## src/rtl/npc_pkg.sv

```systemverilog
package npc_pkg;

   // control-flow class of the decoded instruction
   typedef enum logic [2:0] {
      FLOW_SEQ,
      FLOW_BLTZ,
      FLOW_BGEZ,
      FLOW_BLEZ,
      FLOW_BGTZ,
      FLOW_J,
      FLOW_JAL,
      FLOW_JR
   } flow_e;

   localparam int INSTR_W  = 32;
   localparam int OPC_W    = 6;
   localparam int REG_W    = 5;
   localparam int IMM_W    = 16;
   localparam int JIDX_W   = 26;

   localparam logic [OPC_W-1:0] OPC_SPECIAL = 6'h00;
   localparam logic [OPC_W-1:0] OPC_REGIMM  = 6'h01;
   localparam logic [OPC_W-1:0] OPC_JUMP    = 6'h02;
   localparam logic [OPC_W-1:0] OPC_JLINK   = 6'h03;
   localparam logic [OPC_W-1:0] OPC_NPOS    = 6'h06;
   localparam logic [OPC_W-1:0] OPC_POS     = 6'h07;
   localparam logic [OPC_W-1:0] FN_JREG     = 6'h08;
   localparam logic [REG_W-1:0] SUB_LTZ     = 5'h00;
   localparam logic [REG_W-1:0] SUB_GEZ     = 5'h01;

endpackage

```

## src/rtl/npc_decode.sv

```systemverilog
module npc_decode
   import npc_pkg::*;
(
   input  logic [INSTR_W-1:0] instr,
   output flow_e              flow,
   output logic [IMM_W-1:0]   imm,
   output logic [JIDX_W-1:0]  jidx
);

   logic [OPC_W-1:0] opc;
   logic [REG_W-1:0] sub;
   logic [OPC_W-1:0] fn;

   assign opc  = instr[31:26];
   assign sub  = instr[20:16];
   assign fn   = instr[5:0];
   assign imm  = instr[IMM_W-1:0];
   assign jidx = instr[JIDX_W-1:0];

   always_comb begin
      flow = FLOW_SEQ;
      unique case (opc)
         OPC_REGIMM: begin
            if (sub == SUB_LTZ)      flow = FLOW_BLTZ;
            else if (sub == SUB_GEZ) flow = FLOW_BGEZ;
         end
         OPC_NPOS:    if (sub == '0) flow = FLOW_BLEZ;
         OPC_POS:     if (sub == '0) flow = FLOW_BGTZ;
         OPC_JUMP:    flow = FLOW_J;
         OPC_JLINK:   flow = FLOW_JAL;
         OPC_SPECIAL: if (fn == FN_JREG) flow = FLOW_JR;
         default:     flow = FLOW_SEQ;
      endcase
   end

endmodule

```

## src/rtl/npc_cond.sv

```systemverilog
module npc_cond
   import npc_pkg::*;
#(
   parameter int XLEN = 32
) (
   input  flow_e           flow,
   input  logic [XLEN-1:0] rs_val,
   output logic            br_taken
);

   logic neg;
   logic zero;

   assign neg  = rs_val[XLEN-1];
   assign zero = (rs_val == '0);

   always_comb begin
      unique case (flow)
         FLOW_BLTZ: br_taken = neg;
         FLOW_BGEZ: br_taken = ~neg;
         FLOW_BLEZ: br_taken = neg | zero;
         FLOW_BGTZ: br_taken = ~neg & ~zero;
         default:   br_taken = 1'b0;
      endcase
   end

endmodule

```

## src/rtl/npc_target.sv

```systemverilog
module npc_target
   import npc_pkg::*;
#(
   parameter int XLEN        = 32,
   parameter int REGION_BITS = 4
) (
   input  logic [XLEN-1:0]   pc,
   input  logic [IMM_W-1:0]  imm,
   input  logic [JIDX_W-1:0] jidx,
   output logic [XLEN-1:0]   pc4,
   output logic [XLEN-1:0]   pc8,
   output logic [XLEN-1:0]   br_tgt,
   output logic [XLEN-1:0]   j_tgt
);

   localparam int EXT_W = XLEN - IMM_W - 2;

   logic [XLEN-1:0] disp;

   assign pc4    = pc + XLEN'(4);
   assign pc8    = pc + XLEN'(8);
   assign disp   = {{EXT_W{imm[IMM_W-1]}}, imm, 2'b00};
   assign br_tgt = pc4 + disp;
   assign j_tgt  = {pc4[XLEN-1 -: REGION_BITS], jidx, 2'b00};

endmodule

```

## src/rtl/npc_unit.sv

```systemverilog
module npc_unit
   import npc_pkg::*;
#(
   parameter int              XLEN        = 32,
   parameter int              REGION_BITS = 4,
   parameter bit              REG_PC      = 1'b1,
   parameter logic [XLEN-1:0] RESET_PC    = '0
) (
   input  logic            clk,
   input  logic            rst,
   input  logic [XLEN-1:0] pc_in,
   input  logic [31:0]     instr,
   input  logic [XLEN-1:0] rs_val,
   output logic [XLEN-1:0] next_pc,
   output logic            taken,
   output logic            link_we,
   output logic [XLEN-1:0] link_val,
   output logic [XLEN-1:0] pc_q
);

   localparam int JT_W = REGION_BITS + JIDX_W + 2;

   initial begin
      assert (XLEN == INSTR_W) else $error("npc_unit: XLEN must equal the instruction width");
      assert (JT_W == XLEN) else $error("npc_unit: region bits plus jump index must fill a word");
   end

   flow_e             flow;
   logic [IMM_W-1:0]  imm;
   logic [JIDX_W-1:0] jidx;
   logic              br_taken;
   logic [XLEN-1:0]   pc4, pc8, br_tgt, j_tgt;

   npc_decode u_dec (
      .instr (instr),
      .flow  (flow),
      .imm   (imm),
      .jidx  (jidx)
   );

   npc_cond #(.XLEN(XLEN)) u_cond (
      .flow     (flow),
      .rs_val   (rs_val),
      .br_taken (br_taken)
   );

   npc_target #(.XLEN(XLEN), .REGION_BITS(REGION_BITS)) u_tgt (
      .pc     (pc_in),
      .imm    (imm),
      .jidx   (jidx),
      .pc4    (pc4),
      .pc8    (pc8),
      .br_tgt (br_tgt),
      .j_tgt  (j_tgt)
   );

   always_comb begin
      next_pc = pc4;
      taken   = 1'b0;
      link_we = 1'b0;
      unique case (flow)
         FLOW_BLTZ, FLOW_BGEZ, FLOW_BLEZ, FLOW_BGTZ: begin
            taken = br_taken;
            if (br_taken) next_pc = br_tgt;
         end
         FLOW_J: begin
            taken   = 1'b1;
            next_pc = j_tgt;
         end
         FLOW_JAL: begin
            taken   = 1'b1;
            link_we = 1'b1;
            next_pc = j_tgt;
         end
         FLOW_JR: begin
            taken   = 1'b1;
            next_pc = rs_val;
         end
         default: ;
      endcase
   end

   assign link_val = pc8;

   generate
      if (REG_PC) begin : g_pc_reg
         logic [XLEN-1:0] pc_r;
         always_ff @(posedge clk) begin
            if (rst) pc_r <= RESET_PC;
            else     pc_r <= next_pc;
         end
         assign pc_q = pc_r;


         pc_load_chk: assert property (@(posedge clk) disable iff (rst)
            !$past(rst) |-> pc_q == $past(next_pc));

         pc_clear_chk: assert property (@(posedge clk) disable iff (rst)
            $past(rst) |-> pc_q == RESET_PC);
      end else begin : g_pc_pass
         assign pc_q = next_pc;
      end
   endgenerate


   seq_step_chk: assert property (@(posedge clk) disable iff (rst)
      !taken |-> (next_pc == pc_in + XLEN'(4) && !link_we));

   jal_link_chk: assert property (@(posedge clk) disable iff (rst)
      link_we |-> (taken && link_val == pc_in + XLEN'(8)));

   branch_no_link_chk: assert property (@(posedge clk) disable iff (rst)
      (instr[31:26] == OPC_REGIMM || instr[31:26] == OPC_NPOS ||
       instr[31:26] == OPC_POS) |-> !link_we);

   jr_target_chk: assert property (@(posedge clk) disable iff (rst)
      (instr[31:26] == OPC_SPECIAL && instr[5:0] == FN_JREG) |->
      (next_pc == rs_val && taken && !link_we));

   jump_region_chk: assert property (@(posedge clk) disable iff (rst)
      (instr[31:26] == OPC_JUMP || instr[31:26] == OPC_JLINK) |->
      (next_pc[XLEN-1 -: REGION_BITS] == pc4[XLEN-1 -: REGION_BITS] && taken));

endmodule

```

## config.mk

```make
export PLATFORM = sky130hd
export DESIGN_NAME = npc_unit
export DESIGN_NICKNAME = d
export VERILOG_FILES = /design/src/rtl/npc_pkg.sv /design/src/rtl/npc_decode.sv /design/src/rtl/npc_cond.sv /design/src/rtl/npc_target.sv /design/src/rtl/npc_unit.sv
export SDC_FILE = /design/constraint.sdc
export NUM_CORES = 1
export LEC_CHECK = 0
export BUFFER_PORTS_ARGS = -buffer_cell sky130_fd_sc_hd__buf_2
export CAP_MARGIN = 40
export CORE_ASPECT_RATIO = 1.25
export CORE_UTILIZATION = 40
export DETAILED_ROUTE_END_ITERATION = 16
export PLACE_DENSITY = 0.69
export SYNTH_ARGS = -nofsm -noshare
export SYNTH_HDL_FRONTEND = slang
export SYNTH_HIERARCHICAL = 1
export SYNTH_SLANG_ARGS = --single-unit
```

## constraint.sdc

```tcl
create_clock -name clk -period 5.7 [get_ports clk]
set_input_delay 0.57 -clock clk [delete_from_list [all_inputs] [get_ports clk]]
set_output_delay 0.57 -clock clk [all_outputs]
set_load 0.05 [all_outputs]
```

==> results.ini <==
[routing]
wl_per_cell_um = 17.1
drc_errors = 0
viasPerCell = 5.59
ant_nets = 0
wirelength_um = 17800
vias = 5802
drt-initial-drc-count = 399
drt_pass1_iterations = 5

[setup_path]
crit_family = compound AO/OA/AOI/OAI gates
cp_num_buf_inv = 2
crit_chain = buf_2 -> and4_2 -> and3_1 -> nand4_1 -> xnor2_1 -> ha_1 -> nand4_1 -> o211ai_1 -> a311oi_1 -> a21oi_1 -> a21o_1 -> a221oi_1 -> xnor2_1 -> mux2i_1 -> a21oi_1 -> a211oi_1 -> nor2_1 -> buf_2
slowest_stage = xnor2_1
max_stage_delay_ps = 430
crit_arrival_ps = 4670
crit_type = in2out
end_kind = output pin
cp_max_fo = 8
critPathLaunchType = input port
critical_path_required_ps = 5130

[clocking]
cts_buffers = 5
clockBufferDepth = 2
cts_tree = yes
path_clk_slew_ps = 50
clockRootBuffer = clkbuf_16
htreeDepth = 2
cts_setup_buffers = 0
cts_sinks = 32

[sta]
drv_slew = 0
final_hold_viol_count = 0
finalSetupTns_ps = 0
setup_viol = 0
fmax_ghz = 0.191
rsz0062_at_grt = no
worstMarginPinSlew_ps = 889
max_slew_margin_pct = 40.7
period_share_pct = 91.9
finalCriticalPeriod_ps = 5240

[floorplan]
coreArea_mm2 = 0.0138
die_x_um = 108
pin_count = 196
die_area_mm2 = 0.0146
num_rows = 48
die_h_um = 135
start_util_pct = 41.0

[placement]
gp_congestion = 0.904
portBuffers = 195
post-dp-hpwl_um = 14600

[finish]
drive_above_1_share_pct = 28.6
syn2layout_area_growth_pct = 12.2
layout_common_cells = buf_2, nor2_1, a21oi_1, xnor2_1, nand2_1
fillers = 1489
fin_util_pct = 46.0
antenna_cells = 0
layout_commonest_cell = buf_2
fin_nets = 996
largest_reg_flops = 32

[synth]
syn_area_mm2 = 0.00567
synth_top_area_cell = dfxtp_1
synth-edff-count = 0
synth_cells = 763
yosys_warnings = 6
synthFlopType = dfxtp_1
ys_seq_elements = 32
yosys.area.top_type_share_pct = 11.3
yosysUniqueCellTypes = 71
ys_top_cells_by_area = dfxtp_1, buf_4, xnor2_1
syn_area_per_cell_um2 = 7.43
async_flop_share_pct = 0
seq_area_frac_synth_pct = 11.3

[grt]
use_met2_pct = 38.4
gr-usage-all-layers_pct = 23.8
gr-usage-met1_pct = 32.2
grt_overflow_total = 0
grt.met3_usage_pct = 2.41
grt-busiest-layer = met2
grt_pass1_wl_um = 27500
grt_pass1_vias = 5361
antenna_found_initial = 1
grt_max_degree = 33

[flow_run]
maxCapViolCount = 0

[power_and_ir_drop]
power_density_mw_per_mm2 = 176
ir_drop_mv = 0.174
p_leak_nw = 2.71

[worst_hold_path]
worst_hold_path_type = in2reg

[status]
outcome = finished clean

==> synth_stat cells (3+ instances only) <==
cell type,count
a211oi_1,25
a21o_1,14
a21oi_1,56
a31oi_1,5
a32oi_1,11
and3_1,9
buf_2,7
buf_4,83
buf_6,4
clkbuf_1,24
clkbuf_2,3
dfxtp_1,32
ha_1,35
inv_1,10
maj3_1,10
mux2i_1,23
nand2_1,46
nand3_1,17
nand4_1,20
nor2_1,80
nor2b_1,20
nor3_1,25
nor3b_1,3
nor4_1,9
nor4_2,5
o21a_1,3
o21ai_0,21
o21ai_1,11
o21bai_1,3
o2bb2ai_1,22
xnor2_1,51
xor2_1,30
==> tightest hold or removal path, stage by stage <==
cell	delay, ps
buf_2	80
a211oi_1	70
nor3_1	110
==> per-layer routing <==
metal / routed length (µm) / vias to the layer above
met2: 8130 / 275
li1: - / 2874
met4: 522 / 0
met3: 1230 / 36
met5: 0 / -
met1: 7890 / 2617
==> cell type report <==
class | instances | area (µm²) | share of cell area (%)
flip-flops and latches | 32 | 641 | 10.1
inverters | 10 | 37.5 | 0.591
repair buffers | 215 | 1130 | 17.7
well taps | 175 | 219 | 3.45
multi-input cells | 598 | 4190 | 65.9
clock buffers | 8 | 146 | 2.30
==> final timing paths <==
check	from	to	cells after the start
setup / recovery	pc_in[5]	next_pc[31]	18
hold / removal	instr[23]	pc_q[25]	3
==> stage by stage <==
step	cells	instance area [µm²]	hold WS, ps	total power, mW	setup WS (ps)
6_report	1038	6350	602	1.12	462
5_1_grt	1038	6350	643	1.18	53.4
4_1_cts	1038	6350	594	1.12	377
3_5_place_dp	1030	6200	888	0.847	388
3_3_place_gp	1030	6200	873	0.846	445
2_1_floorplan	764	5670	642	0.721	803
==> cell families after synthesis <==
kind of cell | Yosys count | share of synthesized area [%]
muxes | 23 | 4.06
adders and majority gates | 47 | 10.0
other | 1 | 0.0662
AOI/OAI and AO/OA | 187 | 22.1
DFF | 32 | 11.3
and+or+nand+nor | 256 | 23.8
xor gates and xnor gates | 83 | 13.3
buffers and inverters | 134 | 15.3
==> report_power, final <==
part | internal [mW] | total (mW) | switching [mW]
Combinational | 0.192 | 0.607 | 0.415
Clock | 0.174 | 0.267 | 0.0933
Sequential | 0.239 | 0.243 | 0.00354
==> repair_timing <==
action                                  CTS  global route
resized for setup                         0             1
hold buffers                              0             0
endpoints found under the setup margin    0             1
(Power assumes the default switching activity.)
